**config.mk**
```make
export PLATFORM = sky130hd
export DESIGN_NAME = spi_reg_target
export DESIGN_NICKNAME = d
export VERILOG_FILES = /design/src/rtl/spi_regs_pkg.sv /design/src/rtl/spi_sync.sv /design/src/rtl/spi_frame_shifter.sv /design/src/rtl/spi_reg_bank.sv /design/src/rtl/spi_reg_target.sv
export SDC_FILE = /design/constraint.sdc
export NUM_CORES = 1
export LEC_CHECK = 0
export BUFFER_PORTS_ARGS = -buffer_cell sky130_fd_sc_hd__buf_2
export CAP_MARGIN = 10
export CORE_ASPECT_RATIO = 0.6
export CORE_MARGIN = 5
export CORE_UTILIZATION = 45
export CTS_CLUSTER_DIAMETER = 120
export CTS_CLUSTER_SIZE = 40
export DETAILED_ROUTE_END_ITERATION = 10
export GPL_TIMING_DRIVEN = 0
export MAX_ROUTING_LAYER = met4
export PLACE_DENSITY = 0.65
export SLEW_MARGIN = 5
export SYNTH_ARGS = -nofsm -noshare
export SYNTH_HDL_FRONTEND = slang
export SYNTH_SLANG_ARGS = --single-unit
```
**constraint.sdc**
```tcl
create_clock -name clk -period 3.7 [get_ports clk]
set_clock_uncertainty 0.05 [all_clocks]
set_input_delay 0.74 -clock clk [delete_from_list [all_inputs] [get_ports clk]]
set_output_delay 0.74 -clock clk [all_outputs]
set_load 0.01 [all_outputs]
```
**src/rtl/spi_regs_pkg.sv**
```systemverilog
package spi_regs_pkg;
    localparam int FRAME_W      = 16;
    localparam int STATUS_W     = 14;
    localparam int ADDR_W       = 7;
    localparam int RD_CTRL_BIT  = 7;
    localparam logic [ADDR_W-1:0] CTRL_ADDR = 7'h00;
    localparam logic [ADDR_W-1:0] WDOG_ADDR = 7'h14;
    localparam logic [1:0] MODE_NORMAL = 2'b01;

    typedef struct packed {
        logic              wr;
        logic [ADDR_W-1:0] addr;
        logic [7:0]        data;
    } frame_t;
endpackage

```
**src/rtl/spi_sync.sv**
```systemverilog
module spi_sync #(
    parameter int W = 1,
    parameter logic [W-1:0] RST_VAL = '0
) (
    input  logic         clk,
    input  logic         rst_n,
    input  logic [W-1:0] async_i,
    output logic [W-1:0] sync_o
);
    for (genvar b = 0; b < W; b++) begin : g_bit
        logic stage1_q, stage2_q;
        always_ff @(posedge clk or negedge rst_n) begin
            if (!rst_n) begin
                stage1_q <= RST_VAL[b];
                stage2_q <= RST_VAL[b];
            end else begin
                stage1_q <= async_i[b];
                stage2_q <= stage1_q;
            end
        end
        assign sync_o[b] = stage2_q;
    end
endmodule

```
**src/rtl/spi_frame_shifter.sv**
```systemverilog
module spi_frame_shifter
    import spi_regs_pkg::*;
(
    input  logic               clk,
    input  logic               rst_n,
    input  logic               sck_s,
    input  logic               mosi_s,
    input  logic               cs_n_s,
    input  logic [FRAME_W-1:0] reply_i,
    output logic               frame_valid_o,
    output logic [FRAME_W-1:0] frame_o,
    output logic               miso_o
);
    localparam int CNT_W = $clog2(FRAME_W + 2);
    localparam logic [CNT_W-1:0] CNT_FULL = CNT_W'(FRAME_W);
    localparam logic [CNT_W-1:0] CNT_OVER = CNT_W'(FRAME_W + 1);

    typedef struct packed {
        logic               sck_prev;
        logic               cs_prev;
        logic [FRAME_W-1:0] rx;
        logic [FRAME_W-1:0] tx;
        logic [CNT_W-1:0]   cnt;
        logic               miso;
        logic               valid;
        logic [FRAME_W-1:0] frame;
    } shift_st_t;

    shift_st_t st_d, st_q;
    logic sck_rise, sck_fall, cs_fall, cs_rise;

    always_comb begin
        sck_rise = sck_s & ~st_q.sck_prev;
        sck_fall = ~sck_s & st_q.sck_prev;
        cs_fall  = st_q.cs_prev & ~cs_n_s;
        cs_rise  = ~st_q.cs_prev & cs_n_s;

        st_d          = st_q;
        st_d.valid    = 1'b0;
        st_d.sck_prev = sck_s;
        st_d.cs_prev  = cs_n_s;

        if (cs_fall) begin
            st_d.tx  = reply_i;
            st_d.rx  = '0;
            st_d.cnt = '0;
        end else if (!cs_n_s) begin
            if (sck_rise) begin
                st_d.miso = st_q.tx[FRAME_W-1];
                st_d.tx   = {st_q.tx[FRAME_W-2:0], 1'b0};
            end
            if (sck_fall) begin
                st_d.rx = {st_q.rx[FRAME_W-2:0], mosi_s};
                if (st_q.cnt != CNT_OVER) st_d.cnt = st_q.cnt + 1'b1;
            end
        end

        if (cs_rise) begin
            st_d.valid = (st_q.cnt == CNT_FULL);
            st_d.frame = st_q.rx;
        end

        if (cs_n_s) st_d.miso = 1'b0;
    end

    always_ff @(posedge clk or negedge rst_n) begin
        if (!rst_n) begin
            st_q         <= '0;
            st_q.cs_prev <= 1'b1;
        end else begin
            st_q <= st_d;
        end
    end

    assign frame_valid_o = st_q.valid;
    assign frame_o       = st_q.frame;
    assign miso_o        = st_q.miso;

    // a word is accepted only after exactly 16 captured bits
    a_r7_exact_count: assert property (@(posedge clk) disable iff (!rst_n)
        st_q.valid |-> $past(st_q.cnt) == CNT_FULL);
    // overlong pulses saturate the counter at the overflow marker
    a_r7_count_bound: assert property (@(posedge clk) disable iff (!rst_n)
        st_q.cnt <= CNT_OVER);
    // MISO quiet while chip-select is high
    a_r12_idle_miso: assert property (@(posedge clk) disable iff (!rst_n)
        st_q.cs_prev |-> !st_q.miso);
endmodule

```
**src/rtl/spi_reg_bank.sv**
```systemverilog
module spi_reg_bank
    import spi_regs_pkg::*;
#(
    parameter int NUM_REGS = 32,
    parameter logic [7:0] WDOG_RESET = 8'h0F
) (
    input  logic                clk,
    input  logic                rst_n,
    input  logic                frame_valid_i,
    input  logic [FRAME_W-1:0]  frame_i,
    input  logic [STATUS_W-1:0] status_i,
    output logic [FRAME_W-1:0]  reply_o,
    output logic [1:0]          mode_o,
    output logic                normal_o,
    output logic                wdog_en_o
);
    localparam int IDX_W    = $clog2(NUM_REGS);
    localparam int WDOG_IDX = int'(WDOG_ADDR);
    localparam int CTRL_IDX = int'(CTRL_ADDR);
    localparam logic [ADDR_W:0] REG_LIMIT = (ADDR_W+1)'(NUM_REGS);

    typedef struct packed {
        logic [NUM_REGS-1:0][7:0] regs;
        logic [FRAME_W-1:0]       reply;
    } bank_st_t;

    bank_st_t st_d, st_q;
    frame_t   f;
    logic     in_range;
    logic [IDX_W-1:0] idx;

    always_comb begin
        f        = frame_t'(frame_i);
        in_range = {1'b0, f.addr} < REG_LIMIT;
        idx      = f.addr[IDX_W-1:0];

        st_d = st_q;
        if (frame_valid_i) begin
            if (f.wr) begin
                if (in_range) begin
                    st_d.regs[idx] = f.data;
                    st_d.reply     = {8'h00, f.data};
                end else begin
                    st_d.reply = '0;
                end
            end else if (f.data[RD_CTRL_BIT]) begin
                st_d.reply = in_range ? {8'h00, st_q.regs[idx]} : '0;
            end else begin
                st_d.reply = {{(FRAME_W-STATUS_W){1'b0}}, status_i};
            end
        end
    end

    always_ff @(posedge clk or negedge rst_n) begin
        if (!rst_n) begin
            st_q                <= '0;
            st_q.regs[WDOG_IDX] <= WDOG_RESET;
        end else begin
            st_q <= st_d;
        end
    end

    assign reply_o   = st_q.reply;
    assign mode_o    = st_q.regs[CTRL_IDX][7:6];
    assign normal_o  = (mode_o == MODE_NORMAL);
    assign wdog_en_o = |st_q.regs[WDOG_IDX];

    // an accepted in-range write lands in its register
    a_r2_write_lands: assert property (@(posedge clk) disable iff (!rst_n)
        (frame_valid_i && frame_i[15] && in_range)
        |=> st_q.regs[$past(idx)] == $past(frame_i[7:0]));
    // the pending reply only moves on an accepted word
    a_r7_reply_hold: assert property (@(posedge clk) disable iff (!rst_n)
        !frame_valid_i |=> $stable(st_q.reply));
    // writing zero to the watchdog register disables it
    a_r10_wdog_off: assert property (@(posedge clk) disable iff (!rst_n)
        (frame_valid_i && frame_i[15] && frame_i[14:8] == WDOG_ADDR && frame_i[7:0] == 8'h00)
        |=> !wdog_en_o);
    // writing mode 1 selects normal operation
    a_r9_normal_mode: assert property (@(posedge clk) disable iff (!rst_n)
        (frame_valid_i && frame_i[15] && frame_i[14:8] == CTRL_ADDR && frame_i[7:6] == MODE_NORMAL)
        |=> normal_o);
endmodule

```
**src/rtl/spi_reg_target.sv**
```systemverilog
module spi_reg_target
    import spi_regs_pkg::*;
#(
    parameter int NUM_REGS = 32,
    parameter logic [7:0] WDOG_RESET = 8'h0F
) (
    input  logic                clk,
    input  logic                rst_n,
    input  logic                spi_sck,
    input  logic                spi_cs_n,
    input  logic                spi_mosi,
    output logic                spi_miso,
    input  logic [STATUS_W-1:0] status_i,
    output logic [1:0]          mode_o,
    output logic                normal_o,
    output logic                wdog_en_o
);
    logic [2:0]         pins_s;
    logic               frame_valid;
    logic [FRAME_W-1:0] frame;
    logic [FRAME_W-1:0] reply;

    spi_sync #(.W(3), .RST_VAL(3'b010)) u_sync (
        .clk     (clk),
        .rst_n   (rst_n),
        .async_i ({spi_sck, spi_cs_n, spi_mosi}),
        .sync_o  (pins_s)
    );

    spi_frame_shifter u_shift (
        .clk           (clk),
        .rst_n         (rst_n),
        .sck_s         (pins_s[2]),
        .mosi_s        (pins_s[0]),
        .cs_n_s        (pins_s[1]),
        .reply_i       (reply),
        .frame_valid_o (frame_valid),
        .frame_o       (frame),
        .miso_o        (spi_miso)
    );

    spi_reg_bank #(.NUM_REGS(NUM_REGS), .WDOG_RESET(WDOG_RESET)) u_bank (
        .clk           (clk),
        .rst_n         (rst_n),
        .frame_valid_i (frame_valid),
        .frame_i       (frame),
        .status_i      (status_i),
        .reply_o       (reply),
        .mode_o        (mode_o),
        .normal_o      (normal_o),
        .wdog_en_o     (wdog_en_o)
    );
endmodule

```
[After elaboration in Yosys (flattened, before gate mapping)]
Index checks and enable logic that the tools add are counted.
Operators by class
  div/mod/pow operators: 0
  multiply operators: 0
  shifts and indexed selects: 0
  add/sub/neg operators: 1
  bitwise operators: 8
  equal/unequal tests: 5
  magnitude comparators: 3
  reduce and logical (&&, ||, !) cells: 11
  multiplexer cells: 19
Operators by type and width (count)
  bitwise mux 256 bit: 1
  2-to-1 mux 16 bit: 4
  binary-select mux 8 bit (select 5 bit): 1
  demux 8 bit (select 5 bit): 1
  2-to-1 mux 38 bit: 1
  2-to-1 mux 37 bit: 1
  2-to-1 mux 8 bit: 4
  2-to-1 mux 17 bit: 1
  2-to-1 mux 5 bit: 2
  nonzero test 2 bit: 4
  OR reduction 8 bit: 1
  < comparator 7 x 6 -> 1 bit (second input constant): 1
  < comparator 5 x 6 -> 1 bit (second input constant): 1
  AND reduction 2 bit: 3
  AND reduction 3 bit: 2
  adder 5 x 1 -> 5 bit (second input constant): 1
  == test 5 bit (second input constant): 1
  greater-or-equal comparator 5 x 1 -> 1 bit (second input constant): 1
  inequality test 5 bit (second input constant): 1
  bitwise AND 1 bit: 4
  inverter 1 bit: 4
  2-to-1 mux 1 bit: 3
  == test 2 x 1 -> 1 bit (second input constant): 1
  inequality test 2 x 1 -> 1 bit (second input constant): 1
  other kinds (2): 2
Word-level totals
  ROM bits: 0
  flip-flop bits (word level): 335
  output and inout port bits: 5
  logic and storage cells: 94
  latch bits: 0
  RAM bits: 0
  memories kept: 0

[Depth between registers and ports, before layout]
Gate-level depths: netlist of run 1.
  depth in word-level cells: 6
  gate-level depth with buffers: 8
  depth with buffers taken out: 6

[Hierarchy]
Synthesis of run 1 repeated with hierarchy kept, for this count alone.
Unflattened totals
  cell total of the unflattened synthesis: 1083
  area total of the unflattened synthesis: 15388.5 µm²
By module, submodules not included
  spi_reg_bank: area each 12644.6 µm², sequential area each 6761.5 µm², cells each 872, instances 1
  spi_frame_shifter: area each 2568.7 µm², sequential area each 1427.6 µm², cells each 202, instances 1
  spi_sync: area each 175.2 µm², sequential area each 152.6 µm², cells each 9, instances 1

[Worst setup path before layout of run 1]
OpenSTA, ideal clock, no wires.
  path type: reg-to-reg
  start point: register u_shift.st_q (netlist bit u_shift.frame_o[8])
  end point: register u_bank.st_q (netlist bit u_bank.reply_o[4])
  path buffers: 2
  slack: 1.594 ns
  required time: 3.511 ns
  stages on the path, launching flop included: 6
  arrival: 1.917 ns
  library setup time: 0.139 ns
  cells stage by stage: dfrtp_1 > buf_2 > buf_2 > mux4_2 > a2111oi_0 > a21oi_1
On the way
  cells in the longest elaborated chain, start to end: 5
  elaborated cells between the ends (all ways): 7
  those cells by class: order compare: 1; mux: 6
RTL lines
  start: declaration: line spi_frame_shifter.sv:29  | shift_st_t st_d, st_q;
  start signal: assignment: line spi_frame_shifter.sv:71  | st_q <= st_d;
  binary-select mux 8 bit (select 5 bit): line spi_reg_bank.sv:47  | st_d.reply = in_range ? {8'h00, st_q.regs[idx]} : '0;
  2-to-1 mux 8 bit (implied by the code): line spi_reg_bank.sv:47
  2-to-1 mux 8 bit: line spi_reg_bank.sv:47
  2-to-1 mux 16 bit: line spi_reg_bank.sv:46  | end else if (f.data[RD_CTRL_BIT]) begin
  2-to-1 mux 16 bit *: line spi_reg_bank.sv:39  | if (f.wr) begin
  end signal: assignment: line spi_reg_bank.sv:59  | st_q <= st_d;
  end: declaration: line spi_reg_bank.sv:27  | bank_st_t st_d, st_q;
Mark *: on every way between the ends. The rest lies on a longest branch, timed or not. The select of a mux whose other input is x is not followed.
A chain may end at the register's enable or synchronous reset.

[Final worst setup path of run 1]
  start point: register u_shift.st_q (netlist bit u_shift.frame_o[9])
  end point: register u_bank.st_q (netlist bit u_bank.reply_o[5])
The elaborated chain is that of the path after synthesis.

==> impl_metrics.tcl, run 1 <==
set metrics [dict create \
    finalCriticalPeriod_ps 3580 \
    antenna_found_initial 1 \
    wl_met3_um 3770 \
    cts_buffer_depth 3 \
    cp_num_buf_inv 3 \
    wirelength_um 42100 \
    finalHoldViolCount 0 \
    synth_cell_types 56 \
    dp.cells 1570 \
    tightestPinTransition_ps 967 \
    crit_chain "buf_2 > buf_4 > buf_2 > mux2i_1 > o22ai_1 > a211o_1 > o41ai_1 > a21oi_1" \
    drcViolationCount 0 \
    reg2reg_from "u_shift.frame_o[9]" \
    num_vias 9550 \
    htree_levels 1 \
    fin_ws_ps 117 \
    reg2reg_depth 8 \
    r2r_slack_ps 120 \
    cts.sinks 333 \
    core-area_um2 33400 \
    start_kind "flop" \
    netlist_area_um2 15100 \
    cpMaxStageDelayCell "o41ai_1" \
    setup-violations-final 0 \
    dpl_worst_slack_ps 202 \
    power.switching_w 0.00131 \
    path_clk_slew_ps 150 \
    cpMostUsedCell "buf_2" \
    grt_max_degree 116 \
    grt_pass1_vias 9412 \
    drtIter0Drc 1199 \
    seqCellArea_um2 8340 \
    outcome "complete, no violations" \
    cts_hold_buf 0 \
    synth_edf_count 0 \
    comb_power_share_pct 3.3 \
    die_area_um2 37500 \
    ant_nets 0 \
    fill_cells 3014 \
    timing.max_cap.violations 0 \
    critPathMaxFanout 10 \
    cts_resized 0 \
    num-nets-final 1147 \
    die_x_um 247 \
    ys_warn_count 0 \
    drive_gt1_share_pct 37.6 \
    syn_to_final_growth_pct 7.84 \
    worstPathArrival_ps 3920 \
    gp_congestion 0.962 \
    stdcell_count 1591 \
    grt_usage_pct 23.1 \
    grt-ovfl-total 0 \
    ys_seq_area_share_pct 55.2 \
    r2r-end "u_bank.reply_o[5]" \
    sw_frac_of_total_pct 23.0 \
    grt_first_pass_wirelength_um 63300 \
    port_buffers 23 \
    tritoncts "done" \
    ys.flop_type "dfrtp_1" \
    powerDensity_nw_per_um2 350 \
    wire_per_inst_um 26.4 \
    first_pass_iters 5 \
    peakVddDrop_mv 0.276 \
    fmax_ghz 0.279 \
    clk_latency_ps 530 \
    postPlaceCellArea_um2 15900 \
    critPathMaxStageDelay_ps 790 \
    p_int_w 0.00440 \
    endpoint_kind "flop" \
    p_leak_nw 7.51 \
    dp_hpwl_um 30200 \
    async_flop_share_pct 100 \
    synth_cells 1084 \
    rows 52 \
    die_h_um 152 \
    multi_input_area_um2 6380 \
    synth_area_per_cell_um2 13.9 \
    synth_seq_cells 333 \
    maxSlewHeadroom_pct 34.7 \
    syn_nets 1106 \
    hold_path_class "in2async" \
    wl_met1_um 20900 \
    seq_power_share_pct 64.6 \
    routed.top_layer "met4" \
    worst_path_dominant_cell_family "compound AO/OA/AOI/OAI gates" \
    cts_root_buffer "clkbuf_16" \
    tns_ps 0 \
    crit_type "reg2reg" \
    initial_core_util_pct 45.2 \
    vias_per_cell 6.00 \
    slew_violations 0 \
    fin_area_um2 16300 \
    rsz0062_at_grt "no" \
    period_share_pct 96.8 \
    postCtsSetupRepairBufs 0 \
    crit_required_ps 4040 \
    wl_met2_um 16800 \
    pin_count 24 \
    p_clk_share_pct 32.1 \
    numCtsBuffers 12 \
]
-- layout by cell type (no fill, tap or decap), types with 13 or more instances in the layout --
cell type	count
a21oi_1	27
a22o_1	19
buf_2	37
clkbuf_1	52
clkbuf_16	13
dfrtp_1	326
mux2_2	273
mux2i_1	58
mux4_2	34
nand2_1	31
nand2_2	26
nor2_1	15
nor3b_1	14
o21ai_0	28
o22ai_1	30
-- through the flow --
stage | power [W] | hold slack, ps | util [%]
floorplan | 0.00381 | 281 | -
CTS | 0.00575 | 34.0 | 48.7
global route | 0.00589 | 46.4 | 48.7
finish | 0.00571 | 27.9 | 48.7
global placement | 0.00393 | 291 | 47.2
detailed placement | 0.00395 | 288 | 47.5
-- state kept, by name, summed over array words and instances, names as in the netlist --
signal	count
u_shift.st_q	39
u_bank.mode_o	2
u_sync.g_bit.stage1_q	3
u_shift.miso_o	1
u_bank.reply_o	14
u_sync.g_bit.stage2_q	3
u_shift.frame_valid_o	1
u_shift.frame_o	16
u_bank.st_q	254
-- synth_stat cells (2+ instances only) --
| library cell | count | share of area (%) |
|---|---|---|
| nand2_2 | 26 | 1.1 |
| nand4b_1 | 3 | 0.17 |
| nor2_1 | 15 | 0.37 |
| a31oi_1 | 3 | 0.12 |
| nor2b_1 | 10 | 0.41 |
| buf_1 | 4 | 0.099 |
| nor3_4 | 4 | 0.43 |
| clkbuf_1 | 46 | 1.1 |
| nand4_1 | 4 | 0.17 |
| mux2_2 | 273 | 20 |
| inv_1 | 12 | 0.30 |
| a22o_1 | 19 | 1.1 |
| a22oi_1 | 8 | 0.40 |
| xor2_1 | 2 | 0.12 |
| a221o_2 | 4 | 0.30 |
| nor4_1 | 7 | 0.29 |
| nand3_1 | 8 | 0.27 |
| nand2b_1 | 3 | 0.12 |
| buf_4 | 11 | 0.55 |
| nand2_1 | 31 | 0.77 |
| dfstp_2 | 7 | 1.2 |
| mux2i_1 | 58 | 3.8 |
| nand3_4 | 2 | 0.23 |
| or4_1 | 2 | 0.099 |
| o22ai_1 | 30 | 1.2 |
| and2_1 | 2 | 0.083 |
| mux4_2 | 34 | 5.1 |
| dfrtp_1 | 326 | 54 |
| a211o_1 | 4 | 0.23 |
| ha_1 | 3 | 0.25 |
| and3_1 | 4 | 0.17 |
| nor3b_1 | 14 | 0.70 |
| a221oi_1 | 4 | 0.23 |
| o21ai_0 | 28 | 0.93 |
| a32oi_1 | 3 | 0.17 |
| buf_2 | 15 | 0.50 |
| o41ai_1 | 3 | 0.17 |
| nand4bb_1 | 3 | 0.22 |
| a21o_1 | 2 | 0.099 |
| nor3_1 | 5 | 0.17 |
| a21oi_1 | 27 | 0.89 |
-- worst register-to-register path, stage by stage (launching register included) --
cell,delay (ps)
dfrtp_1,350
buf_2,280
buf_4,340
buf_2,470
mux2i_1,550
o22ai_1,140
a211o_1,310
o41ai_1,790
a21oi_1,160
-- logic make-up after synthesis --
family                     after synthesis  synth area share [%]
AOI/OAI and AO/OA                      139                  6.13
xor gates and xnor gates                 2                 0.116
adders and majority gates                3                 0.249
buffers and inverters                   89                  2.61
DFF                                    333                  55.2
muxes                                  365                  29.3
and+or+nand+nor                        153                  6.41
-- layer usage --
layer | GRT usage, % | vias up
met5 | - | -
met4 | 2.52 | 0
met3 | 5.39 | 43
met2 | 30.1 | 354
met1 | 37.8 | 5085
li1 | - | 4068
-- worst max path at each step --
stage                        from           endpoint  slack [ps]  depth (start not counted)
4_1_cts        u_shift.frame_o[9]  u_bank.reply_o[1]         150                          8
2_1_floorplan  u_shift.frame_o[8]  u_bank.reply_o[4]        1590                          5
3_3_place_gp                rst_n   u_bank.st_q[145]       -4510                          1
3_5_place_dp   u_shift.frame_o[9]  u_bank.reply_o[1]         200                          8
6_report       u_shift.frame_o[9]  u_bank.reply_o[5]         120                          8
5_1_grt        u_shift.frame_o[9]  u_bank.reply_o[5]         150                          8
-- cell type report --
class                           instances  area share [%]
Buffer                                 76            2.12
Timing Repair Buffer                   27            1.32
Clock inverter                          1           0.184
Clock buffer                           19            2.14
Tap cell                              459            3.53
Sequential cell                       333            51.2
Inverter                               13           0.300
Antenna cell                            1          0.0154
Multi-Input combinational cell        662            39.2
-- power groups by stage --
stage	Combinational (W)	Clock [W]	Sequential (W)
CTS	0.000192	0.00187	0.00369
global route	0.000214	0.00198	0.00369
floorplan	0.0000651	0	0.00375
finish	0.000186	0.00183	0.00369
detailed placement	0.000191	0	0.00376
global placement	0.000174	0	0.00376
(Power assumes the default switching activity.)
==> run 2: changes to the inputs <==
--- a/config.mk
+++ b/config.mk
@@ -7,16 +7,20 @@
 export LEC_CHECK = 0
 export BUFFER_PORTS_ARGS = -buffer_cell sky130_fd_sc_hd__buf_2
 export CAP_MARGIN = 10
+export CELL_PAD_IN_SITES_DETAIL_PLACEMENT = 0
+export CELL_PAD_IN_SITES_GLOBAL_PLACEMENT = 1
 export CORE_ASPECT_RATIO = 0.6
 export CORE_MARGIN = 5
 export CORE_UTILIZATION = 45
 export CTS_CLUSTER_DIAMETER = 120
 export CTS_CLUSTER_SIZE = 40
 export DETAILED_ROUTE_END_ITERATION = 10
+export GPL_ROUTABILITY_DRIVEN = 0
 export GPL_TIMING_DRIVEN = 0
 export MAX_ROUTING_LAYER = met4
-export PLACE_DENSITY = 0.65
+export PLACE_DENSITY = 0.74
 export SLEW_MARGIN = 5
 export SYNTH_ARGS = -nofsm -noshare
 export SYNTH_HDL_FRONTEND = slang
+export SYNTH_HIERARCHICAL = 1
 export SYNTH_SLANG_ARGS = --single-unit
==> run 2 against run 1 <==
Against the previous run: utilization increased by 0.33 points; sequential share of layout area down 0.73 points; final cell count shrank 0.13%; clock power is essentially flat; critical path depth is 1 lower; setup slack worse by 6.4 ps; fmax is 0.18% lower; worst hold slack better by 180 ps; register-to-register slack barely moved; cell area grew 1.5%; die area up 1.8%; largest power group unchanged.
==> impl_metrics.tcl, run 2 <==
set metrics [dict create \
    maxSlewHeadroom_pct 26.7 \
    dpl_worst_slack_ps -166 \
    rows 52 \
    grt_first_pass_wirelength_um 62300 \
    crit_required_ps 4050 \
    cts_resized 0 \
    first_pass_iters 5 \
    ys.flop_type "dfrtp_1" \
    synth.most_common_cell "dfrtp_1" \
    clk_latency_ps 530 \
    syn_to_final_growth_pct 7.39 \
    path_clk_slew_ps 150 \
    ys_warn_count 6 \
    powerDensity_nw_per_um2 345 \
    cts.sinks 333 \
    largest_reg_flops 254 \
    slew_violations 0 \
    netlist_area_um2 15400 \
    stdcell_count 1589 \
    postCtsSetupRepairBufs 0 \
    die_x_um 249 \
    r2r_slack_ps 110 \
    period_share_pct 97.0 \
    synth_cell_types 64 \
    synth_cells 1083 \
    drcViolationCount 0 \
    crit_chain "buf_4 > clkbuf_1 > clkbuf_1 > clkbuf_1 > a31oi_1 > a2111oi_0 > nor3_1" \
    yosys.area.top_type_share_pct 53.0 \
    initial_core_util_pct 45.7 \
    setup-violations-final 0 \
    cts_buffer_depth 3 \
    fmax_ghz 0.279 \
    reg2reg_depth 7 \
    num-nets-final 1144 \
    grt_max_degree 115 \
    ant_nets 0 \
    outcome "complete, no violations" \
    finalCriticalPeriod_ps 3590 \
    fin_ws_ps 111 \
    worst_path_dominant_cell_family "buffers and inverters" \
    htree_levels 1 \
    grt-ovfl-total 0 \
    synth_area_per_cell_um2 14.2 \
    peakVddDrop_mv 0.295 \
    post-synth-top-area-cell "dfrtp_1" \
    dp_hpwl_um 29800 \
    worstPathArrival_ps 3940 \
    critPathMaxStageDelay_ps 830 \
    cts_root_buffer "clkbuf_16" \
    grt_pass1_vias 9462 \
    dp.cells 1568 \
    final_cell_mix "dfrtp_1 (326), mux2_2 (274), nand2_1 (53)" \
    layout_commonest_cell "dfrtp_1" \
    pin_count 24 \
    die_h_um 153 \
    synth_edf_count 0 \
    async_flop_share_pct 100 \
    cpMostUsedCell "clkbuf_1" \
    finalHoldViolCount 0 \
    grt_usage_pct 22.2 \
    timing.max_cap.violations 0 \
    drtIter0Drc 846 \
    start_kind "flop" \
    core-area_um2 33700 \
    yosys-top-cells-area "dfrtp_1 (53%), mux2_2 (20%), mux4_2 (7.3%)" \
    num_vias 9308 \
    ys_seq_area_share_pct 54.2 \
    vias_per_cell 5.86 \
    wire_per_inst_um 26.0 \
    endpoint_kind "flop" \
    synth_common_cells "dfrtp_1 (326), mux2_2 (274), nand2_1 (53), mux4_2 (50), mux2i_1 (45)" \
    cts_hold_buf 0 \
    wirelength_um 41300 \
    cp_num_buf_inv 4 \
    cpMaxStageDelayCell "clkbuf_1" \
    tightestPinTransition_ps 1100 \
    antenna_found_initial 0 \
    regMostFlops "u_bank/st_q" \
    critPathMaxFanout 10 \
    r2r-end "u_bank/reply_o[7]" \
    port_buffers 23 \
    reg2reg_from "u_shift/frame_o[9]" \
    p_leak_nw 7.71 \
    tritoncts "done" \
    hold_path_class "in2async" \
    synth_seq_cells 333 \
    crit_type "reg2reg" \
    numCtsBuffers 12 \
    die_area_um2 38100 \
    drive_gt1_share_pct 40.9 \
    rsz0062_at_grt "no" \
]
==> run 2: cell types whose count changed in the layout (fill, tap and decap cells not counted), moves of 10 or more <==
cell     delta
mux2i_1    -13
nand2_2    -25
o31ai_1    +15
a21oi_1    -20
nor3b_1    -10
nand2_1    +22
mux4_2     +16
o22ai_1    -24
o21ai_0    -18
buf_4      +31
==> run 2: worst register-to-register path, stage by stage, from the launching register on <==
cell       delay (ps)
dfrtp_1           370
buf_4             130
clkbuf_1          700
clkbuf_1          830
clkbuf_1          450
a31oi_1           180
a2111oi_0         670
nor3_1             90
==> run 2: cells by family (layout without fill, tap and decap cells) <==
logic type / count (synthesis) / after routing / share of synthesized area [%]
multiplexers: 369 / 369 / 30.3
flip-flops: 333 / 333 / 54.2
AND/OR/NAND/NOR: 146 / 146 / 5.22
buffers and inverters: 123 / 167 / 4.66
AO/OA/AOI/OAI: 108 / 108 / 5.35
adder cells (fa/ha/maj): 3 / 3 / 0.244
other: 1 / 4 / 0.0244
==> run 2: per-stage QoR <==
step	util (%)	hold slack, ps	total power, W	area (µm²)	TNS [ps]
final	49.0	204	0.00570	16500	0
after global placement	47.7	283	0.00395	16100	-1507680
after CTS	49.0	219	0.00576	16500	0
after global routing	49.0	219	0.00590	16500	0
after detailed placement	47.9	286	0.00396	16100	-217
after floorplan	-	281	0.00383	15400	0
==> run 2: report_power, final <==
part           internal, W  switching [W]  total, W
clock             0.000680        0.00113   0.00181
sequential         0.00367      0.0000146   0.00368
combinational    0.0000586       0.000149  0.000208
==> run 2: worst max path at each step <==
stage | start | end | slack, ps | depth (start not counted)
after detailed placement | u_shift/frame_o[9] | u_bank/reply_o[7] | -170 | 8
after CTS | u_shift/frame_o[9] | u_bank/reply_o[7] | 170 | 7
after global routing | u_shift/frame_o[9] | u_bank/reply_o[7] | 60 | 7
after floorplan | u_shift/frame_o[8] | u_bank/reply_o[1] | 1450 | 9
final | u_shift/frame_o[9] | u_bank/reply_o[7] | 110 | 7
after global placement | rst_n | u_bank/st_q[242] | -4610 | 1
==> run 2: cell type report <==
| cell class | count | area (µm²) |
|---|---|---|
| antenna | 2 | 5.00 |
| buffer | 111 | 672 |
| clock buffer | 19 | 348 |
| clock inverter | 1 | 30.0 |
| fill | 3021 | 17200 |
| inverter | 11 | 41.3 |
| multi-input combinational | 628 | 6330 |
| sequential | 333 | 8340 |
| tap | 459 | 574 |
| timing repair buffer | 25 | 180 |
==> run 2: layer usage <==
metal / GRT usage (%) / wire [µm] / share of wire [%]
met5: - / 0 / 0
met4: 4.12 / 838 / 2.0
met3: 7.51 / 3860 / 9.3
met2: 28.6 / 16200 / 39
met1: 34.0 / 20400 / 49
